## src/rtl/dirty_band_pkg.sv

```systemverilog
package dirty_band_pkg;

    typedef enum logic [1:0] {
        ST_IDLE = 2'd0,
        ST_WALK = 2'd1,
        ST_SEND = 2'd2,
        ST_WIPE = 2'd3
    } walk_state_e;

    typedef enum logic [1:0] {
        PL_INDEX  = 2'd0,
        PL_DIRECT = 2'd1,
        PL_CTRL   = 2'd2
    } plane_e;

    localparam int unsigned BAND_SHIFT    = 2;
    localparam int unsigned SUBS_PER_BAND = 4;

endpackage

```

## src/rtl/dbt_flag_store.sv

```systemverilog
module dbt_flag_store
    import dirty_band_pkg::*;
#(
    parameter int unsigned NUM_BANDS = 192,
    parameter int unsigned SUB_W     = 10,
    parameter int unsigned BAND_W    = 8
) (
    input  logic                 clk,
    input  logic                 rst,
    input  logic                 deep_mode,
    input  logic                 mark_valid,
    input  logic [1:0]           mark_plane,
    input  logic [SUB_W-1:0]     mark_idx,
    input  logic                 invalidate,
    input  logic                 clr_en,
    input  logic [BAND_W-1:0]    clr_lo,
    input  logic [BAND_W-1:0]    clr_hi,
    output logic [NUM_BANDS-1:0] band_dirty
);

    for (genvar g = 0; g < NUM_BANDS; g++) begin : g_band
        logic                     idx_flag;
        logic [SUBS_PER_BAND-1:0] dir_flag;
        logic [SUBS_PER_BAND-1:0] ctl_flag;
        logic                     wipe_hit;
        logic                     set_idx;
        logic [SUBS_PER_BAND-1:0] set_dir;
        logic [SUBS_PER_BAND-1:0] set_ctl;

        assign wipe_hit = clr_en && (BAND_W'(g) >= clr_lo) && (BAND_W'(g) <= clr_hi);
        assign set_idx  = mark_valid && (mark_plane == PL_INDEX) && (mark_idx == SUB_W'(g));

        for (genvar k = 0; k < SUBS_PER_BAND; k++) begin : g_sub
            assign set_dir[k] = mark_valid && (mark_plane == PL_DIRECT)
                                && (mark_idx == SUB_W'(g * SUBS_PER_BAND + k));
            assign set_ctl[k] = mark_valid && (mark_plane == PL_CTRL)
                                && (mark_idx == SUB_W'(g * SUBS_PER_BAND + k));
        end

        // A set in the same cycle as a wipe wins.
        always_ff @(posedge clk) begin
            if (rst) begin
                idx_flag <= 1'b0;
                dir_flag <= '0;
                ctl_flag <= '0;
            end else begin
                idx_flag <= (idx_flag & ~wipe_hit) | set_idx | invalidate;
                dir_flag <= (dir_flag & {SUBS_PER_BAND{~wipe_hit}}) | set_dir
                            | {SUBS_PER_BAND{invalidate}};
                ctl_flag <= (ctl_flag & {SUBS_PER_BAND{~wipe_hit}}) | set_ctl
                            | {SUBS_PER_BAND{invalidate}};
            end
        end

        assign band_dirty[g] = idx_flag | (deep_mode & ((|dir_flag) | (|ctl_flag)));
    end

endmodule

```

## src/rtl/dbt_band_walker.sv

```systemverilog
module dbt_band_walker
    import dirty_band_pkg::*;
#(
    parameter int unsigned NUM_BANDS = 192,
    parameter int unsigned BAND_W    = 8,
    parameter int unsigned CNT_W     = 8,
    parameter int unsigned LINE_W    = 10
) (
    input  logic                 clk,
    input  logic                 rst,
    input  logic                 refresh_req,
    input  logic [NUM_BANDS-1:0] band_dirty,
    input  logic                 rect_ready,
    output logic                 busy,
    output logic                 rect_valid,
    output logic [LINE_W-1:0]    rect_first,
    output logic [LINE_W-1:0]    rect_count,
    output logic                 clr_en,
    output logic [BAND_W-1:0]    clr_lo,
    output logic [BAND_W-1:0]    clr_hi
);

    walk_state_e       state;
    logic [CNT_W-1:0]  pos;
    logic [BAND_W-1:0] pos_idx;
    logic              at_end;
    logic              cur_dirty;
    logic              run_open;
    logic [BAND_W-1:0] run_start;
    logic [CNT_W-1:0]  run_len;
    logic              seen;
    logic [BAND_W-1:0] lo_band;
    logic [BAND_W-1:0] hi_band;
    logic [LINE_W-1:0] out_first;
    logic [LINE_W-1:0] out_count;

    assign pos_idx   = pos[BAND_W-1:0];
    assign at_end    = (pos == CNT_W'(NUM_BANDS));
    assign cur_dirty = !at_end && band_dirty[pos_idx];
    assign run_len   = pos - CNT_W'(run_start);

    always_ff @(posedge clk) begin
        if (rst) begin
            state     <= ST_IDLE;
            pos       <= '0;
            run_open  <= 1'b0;
            run_start <= '0;
            seen      <= 1'b0;
            lo_band   <= '0;
            hi_band   <= '0;
            out_first <= '0;
            out_count <= '0;
        end else begin
            unique case (state)
                ST_IDLE: begin
                    if (refresh_req) begin
                        state    <= ST_WALK;
                        pos      <= '0;
                        run_open <= 1'b0;
                        seen     <= 1'b0;
                    end
                end
                ST_WALK: begin
                    if (cur_dirty) begin
                        if (!run_open) begin
                            run_open  <= 1'b1;
                            run_start <= pos_idx;
                        end
                        if (!seen) begin
                            seen    <= 1'b1;
                            lo_band <= pos_idx;
                        end
                        hi_band <= pos_idx;
                        pos     <= pos + 1'b1;
                    end else if (run_open) begin
                        out_first <= LINE_W'(run_start) << BAND_SHIFT;
                        out_count <= LINE_W'(run_len) << BAND_SHIFT;
                        run_open  <= 1'b0;
                        state     <= ST_SEND;
                        if (!at_end) begin
                            pos <= pos + 1'b1;
                        end
                    end else if (at_end) begin
                        state <= seen ? ST_WIPE : ST_IDLE;
                    end else begin
                        pos <= pos + 1'b1;
                    end
                end
                ST_SEND: begin
                    if (rect_ready) begin
                        state <= ST_WALK;
                    end
                end
                ST_WIPE: begin
                    state <= ST_IDLE;
                end
                default: state <= ST_IDLE;
            endcase
        end
    end

    assign busy       = (state != ST_IDLE);
    assign rect_valid = (state == ST_SEND);
    assign rect_first = out_first;
    assign rect_count = out_count;
    assign clr_en     = (state == ST_WIPE);
    assign clr_lo     = lo_band;
    assign clr_hi     = hi_band;

endmodule

```

## src/rtl/dirty_band_tracker.sv

```systemverilog
module dirty_band_tracker
    import dirty_band_pkg::*;
#(
    parameter int unsigned NUM_BANDS = 192,
    localparam int unsigned SUB_W    = $clog2(NUM_BANDS * SUBS_PER_BAND),
    localparam int unsigned LINE_W   = $clog2((NUM_BANDS << BAND_SHIFT) + 1)
) (
    input  logic              clk,
    input  logic              rst,
    input  logic              deep_mode,
    input  logic              mark_valid,
    input  logic [1:0]        mark_plane,
    input  logic [SUB_W-1:0]  mark_idx,
    input  logic              invalidate,
    input  logic              refresh_req,
    output logic              busy,
    output logic              rect_valid,
    input  logic              rect_ready,
    output logic [LINE_W-1:0] rect_first,
    output logic [LINE_W-1:0] rect_count
);

    localparam int unsigned BAND_W = $clog2(NUM_BANDS);
    localparam int unsigned CNT_W  = $clog2(NUM_BANDS + 1);

    logic [NUM_BANDS-1:0] band_dirty;
    logic                 clr_en;
    logic [BAND_W-1:0]    clr_lo;
    logic [BAND_W-1:0]    clr_hi;

    dbt_flag_store #(
        .NUM_BANDS (NUM_BANDS),
        .SUB_W     (SUB_W),
        .BAND_W    (BAND_W)
    ) u_store (
        .clk        (clk),
        .rst        (rst),
        .deep_mode  (deep_mode),
        .mark_valid (mark_valid),
        .mark_plane (mark_plane),
        .mark_idx   (mark_idx),
        .invalidate (invalidate),
        .clr_en     (clr_en),
        .clr_lo     (clr_lo),
        .clr_hi     (clr_hi),
        .band_dirty (band_dirty)
    );

    dbt_band_walker #(
        .NUM_BANDS (NUM_BANDS),
        .BAND_W    (BAND_W),
        .CNT_W     (CNT_W),
        .LINE_W    (LINE_W)
    ) u_walk (
        .clk         (clk),
        .rst         (rst),
        .refresh_req (refresh_req),
        .band_dirty  (band_dirty),
        .rect_ready  (rect_ready),
        .busy        (busy),
        .rect_valid  (rect_valid),
        .rect_first  (rect_first),
        .rect_count  (rect_count),
        .clr_en      (clr_en),
        .clr_lo      (clr_lo),
        .clr_hi      (clr_hi)
    );

endmodule

```

## config.mk

```make
export PLATFORM = sky130hd
export DESIGN_NAME = dirty_band_tracker
export DESIGN_NICKNAME = d
export VERILOG_FILES = /design/src/rtl/dirty_band_pkg.sv /design/src/rtl/dbt_flag_store.sv /design/src/rtl/dbt_band_walker.sv /design/src/rtl/dirty_band_tracker.sv
export SDC_FILE = /design/constraint.sdc
export NUM_CORES = 2
export LEC_CHECK = 0
export BUFFER_PORTS_ARGS = -buffer_cell sky130_fd_sc_hd__buf_2
export CORE_MARGIN = 2
export CORE_UTILIZATION = 59
export DETAILED_ROUTE_END_ITERATION = 10
export PLACE_DENSITY = 0.75
export SKIP_LAST_GASP = 1
export SLEW_MARGIN = 10
export SYNTH_ARGS = -nofsm -noshare
export SYNTH_HDL_FRONTEND = slang
export SYNTH_SLANG_ARGS = --single-unit
```

## constraint.sdc

```tcl
create_clock -name clk -period 5.7 [get_ports clk]
set_clock_uncertainty 0.15 [all_clocks]
set_input_delay 0.57 -clock clk [delete_from_list [all_inputs] [get_ports clk]]
set_output_delay 0.57 -clock clk [all_outputs]
set_load 0.005 [all_outputs]
```

==> impl_metrics.env <==
export IMPL_irDropWorstVdd_mv=0.340
export IMPL_count_of_filler_cells_inserted_in_the_layout=10300
export IMPL_r2r_end="u_walk.rect_count[7]"
export IMPL_remaining_drc_errors=0
export IMPL_critical_path_slowest_cell="sky130_fd_sc_hd__a222oi_1"
export IMPL_netlist_area_leader_share_pct=48.6
export IMPL_cell_chain_critical_path="buf_4 -> nand2b_1 -> buf_4 -> a21oi_1 -> o32ai_1 -> o311a_1 -> o211ai_1 -> a222oi_1 -> buf_4 -> or3_1 -> nand3_1 -> mux2_1"
export IMPL_setup_tns_ns=0
export IMPL_dp_cell_count=9359
export IMPL_drv_slew=1
export IMPL_detail_route_antenna_nets=0
export IMPL_outcome="complete, but fails checks"
export IMPL_cts_buffers=177
export IMPL_num_vias=73300
export IMPL_most_common_cell_after_layout_fill_and_taps_aside="sky130_fd_sc_hd__nor2_1"
export IMPL_final_setup_viol_count=0
export IMPL_maxCapViolations=1
export IMPL_synth_warnings=0
export IMPL_netlist_top_cell_by_area="sky130_fd_sc_hd__dfxtp_1"
export IMPL_post_cts_hold_buffer_count=1
export IMPL_critical_path_top_cell_by_count="sky130_fd_sc_hd__buf_4"
export IMPL_cp_startpoint="u_walk.pos[1]"
export IMPL_via_per_inst=7.57
export IMPL_io_buffer_count=36
export IMPL_synthDistinctLibCells=80
export IMPL_gate_count_after_technology_mapping=8384
export IMPL_synthFlopType="sky130_fd_sc_hd__dfxtp_1"
export IMPL_timing_critical_path_fanout_max=49
export IMPL_io_pin_count=41
export IMPL_holdCritStartpoint="rst"
export IMPL_tritoncts_clock_tree="done"
export IMPL_min_period_over_period_pct=87.5
export IMPL_num_clock_sinks=1780
export IMPL_cts_clk_slew_worst_paths_ns=0.06
export IMPL_detail_route_iter0_violations=13100
export IMPL_synth_edff_count=0
export IMPL_grt_first_pass_wirelength_mm=422
export IMPL_postLayoutCoreUtil_pct=64.8
export IMPL_placementRows=129
export IMPL_postCtsResizedCells=0
export IMPL_layout_cells_most_common_list="sky130_fd_sc_hd__nor2_1, sky130_fd_sc_hd__dfxtp_1, sky130_fd_sc_hd__a221oi_1"
export IMPL_type_of_origin_of_the_critical_path="flip-flop"
export IMPL_relSlewSlack_pct=-0.115
export IMPL_die_area_mm2=0.127
export IMPL_mappedNetlistArea_mm2=0.0733
export IMPL_reg2reg_depth=12
export IMPL_synth_sequential_area_ratio_pct=48.6
export IMPL_gpl_final_weighted_congestion=1.12
export IMPL_die_w_um=356
export IMPL_routed_wire_length_per_instance_um=29.5
export IMPL_dpl_cell_area_mm2=0.0739
export IMPL_first_global_vias=66400
export IMPL_clock_insertion_delay_worst_skew_ns=0.87
export IMPL_worstPathArrival_ns=5.57
export IMPL_die_span_in_y_um=356
export IMPL_routed_wirelength_mm=286
export IMPL_hold_viol_final=0
export IMPL_area_growth_synth_to_final_pct=9.26
export IMPL_worst_slew_pin_transition_ns=1.50
export IMPL_proportion_of_layout_cells_with_a_drive_suffix_above_1_pct=7.21
export IMPL_final_min_period_ns=4.99
export IMPL_synth_top_cells_by_area="sky130_fd_sc_hd__dfxtp_1, sky130_fd_sc_hd__a221oi_1, sky130_fd_sc_hd__nor2_1"
export IMPL_clock_buffer_depth=3
export IMPL_num_nets_final=7931
export IMPL_hpwl_mm=179
export IMPL_r2r_slack_ns=0.71
export IMPL_ys_ff_latch=1780
export IMPL_htreeDepth=4
export IMPL_multi_input_area_mm2=0.0344
export IMPL_required_time_at_the_worst_slack_endpoint_ns=6.29
export IMPL_initial_utilization_pct=59.3
export IMPL_power_density_mw_per_mm2=354
export IMPL_r2r_start="u_walk.pos[1]"
export IMPL_clock_tree_root_cell="sky130_fd_sc_hd__clkbuf_16"
export IMPL_grt_util_all_layers_pct=43.1
export IMPL_grt_antenna_before_repair=8
export IMPL_syn_mean_instance_area_um2=8.74
export IMPL_cp_end_kind="flip-flop"
export IMPL_achievable_frequency_ghz=0.200
export IMPL_filler_free_cell_count_of_the_finished_design=9691
export IMPL_regArea_mm2=0.0356
export IMPL_hold_path_class="in -> reg"
export IMPL_grt_start_max_net_pins=257
export IMPL_leakagePower_nw=28.5
export IMPL_grt_overflow_total=0
export IMPL_critical_setup_path_kind="reg -> reg"
export IMPL_rsz0062_at_grt="no"
export IMPL_failed_checks="capacitance limit, slew limit"
export IMPL_cpPeakStageDelay_ns=0.74
export IMPL_post_cts_buffers=0
export IMPL_core_area_mm2=0.123
export IMPL_postLayoutCellArea_mm2=0.0800
export IMPL_critical_path_endpoint="u_walk.rect_count[7]"
export IMPL_asyncSetResetFlopFracSynth_pct=0
export IMPL_drt_first_pass_iters=8
[flip-flops by register name (all words and copies together), names as in the netlist]
register / flops
u_walk.rect_count: 8
u_store.g_band.idx_flag: 192
u_walk.run_start: 8
u_walk.state: 2
u_store.g_band.dir_flag: 768
u_walk.clr_lo: 8
u_store.g_band.ctl_flag: 768
u_walk.run_open: 1
u_walk.pos: 8
u_walk.seen: 1
u_walk.rect_first: 8
u_walk.clr_hi: 8
[power breakdown]
part	internal [mW]	switching, mW
logic	0.884	1.49
clock network	6.91	5.24
registers	13.3	0.504
[Yosys cell counts, types with 12 or more instances]
master	n
sky130_fd_sc_hd__nor2_1	2186
sky130_fd_sc_hd__dfxtp_1	1780
sky130_fd_sc_hd__a221oi_1	1730
sky130_fd_sc_hd__clkbuf_1	794
sky130_fd_sc_hd__nor4_1	388
sky130_fd_sc_hd__a21oi_1	242
sky130_fd_sc_hd__nor3_1	237
sky130_fd_sc_hd__nand2_1	215
sky130_fd_sc_hd__o21ai_0	109
sky130_fd_sc_hd__nand3_1	63
sky130_fd_sc_hd__o221ai_1	43
sky130_fd_sc_hd__nor2b_1	33
sky130_fd_sc_hd__o211ai_1	33
sky130_fd_sc_hd__or3_1	33
sky130_fd_sc_hd__buf_2	30
sky130_fd_sc_hd__o21ai_1	29
sky130_fd_sc_hd__or2_2	29
sky130_fd_sc_hd__buf_1	25
sky130_fd_sc_hd__nand2b_1	25
sky130_fd_sc_hd__mux2i_1	21
sky130_fd_sc_hd__o32ai_1	21
sky130_fd_sc_hd__inv_1	20
sky130_fd_sc_hd__o311ai_0	19
sky130_fd_sc_hd__a211oi_1	18
sky130_fd_sc_hd__nand4_1	15
sky130_fd_sc_hd__and2_1	13
sky130_fd_sc_hd__o22ai_1	13
sky130_fd_sc_hd__o31ai_1	13
sky130_fd_sc_hd__a31o_2	12
sky130_fd_sc_hd__o32a_1	12
[metrics by stage]
| step | power, mW | worst slack, ns | hold WS [ns] |
|---|---|---|---|
| floorplan | 15.6 | 2.57 | 0.309 |
| global placement | 16.3 | 0.744 | 0.321 |
| detailed placement | 16.4 | 0.549 | 0.323 |
| CTS | 28.3 | 0.993 | 0.0266 |
| global route | 29.2 | 0.805 | 0.0647 |
| finish | 28.4 | 0.711 | 0.0138 |
[worst min-delay path by stage]
stage	end	slack, ns	cells past startpoint
after floorplan	u_walk.run_start[2]	0.31	2
after global placement	u_walk.rect_first[2]	0.32	1
after detailed placement	u_walk.rect_first[9]	0.32	1
after CTS	u_walk.state[0]	0.03	3
after global routing	u_store.g_band[156].dir_flag[3]	0.06	2
final	u_store.g_band[158].ctl_flag[0]	0.01	2
[critical path, delay by kind of cell, from the launching register on]
family,cells,cell delay (ns)
AO/OA/AOI/OAI,5,1.57
AND/OR/NAND/NOR,3,1.03
flip-flops,1,0.33
multiplexers,1,0.47
buffers and inverters,3,1.29
[metal layers]
| metal | vias up | wire (um) | global-route usage (%) |
|---|---|---|---|
| met5 | - | 121 | 0 |
| met4 | 16 | 19900 | 27.0 |
| met3 | 1142 | 35000 | 11.6 |
| met2 | 5219 | 121000 | 62.1 |
| met1 | 35700 | 110000 | 57.2 |
| li1 | 31300 | - | - |
[area by class of cell]
type	count	area share, %
sequential	1780	44.5
multi-input combinational	5726	43.0
clock buffer	256	6.50
tap	1637	2.56
timing repair buffer	193	2.14
clock inverter	69	1.12
inverter	24	0.119
antenna	6	0.0188
[logic make-up (layout without fill, tap and decap cells)]
group                    Yosys count  in the layout  synth area share (%)
other                              1             10               0.00512
AO/OA/AOI/OAI                   2398           2398                  26.6
multiplexers                      32             32                 0.579
XOR/XNOR                          10             10                 0.120
buffers and inverters            881            542                  4.62
adder cells (fa/ha/maj)           10             10                 0.181
flip-flops                      1780           1780                  48.6
AND/OR/NAND/NOR                 3272           3272                  19.3
No activity file was read; power rests on OpenSTA's default activity.
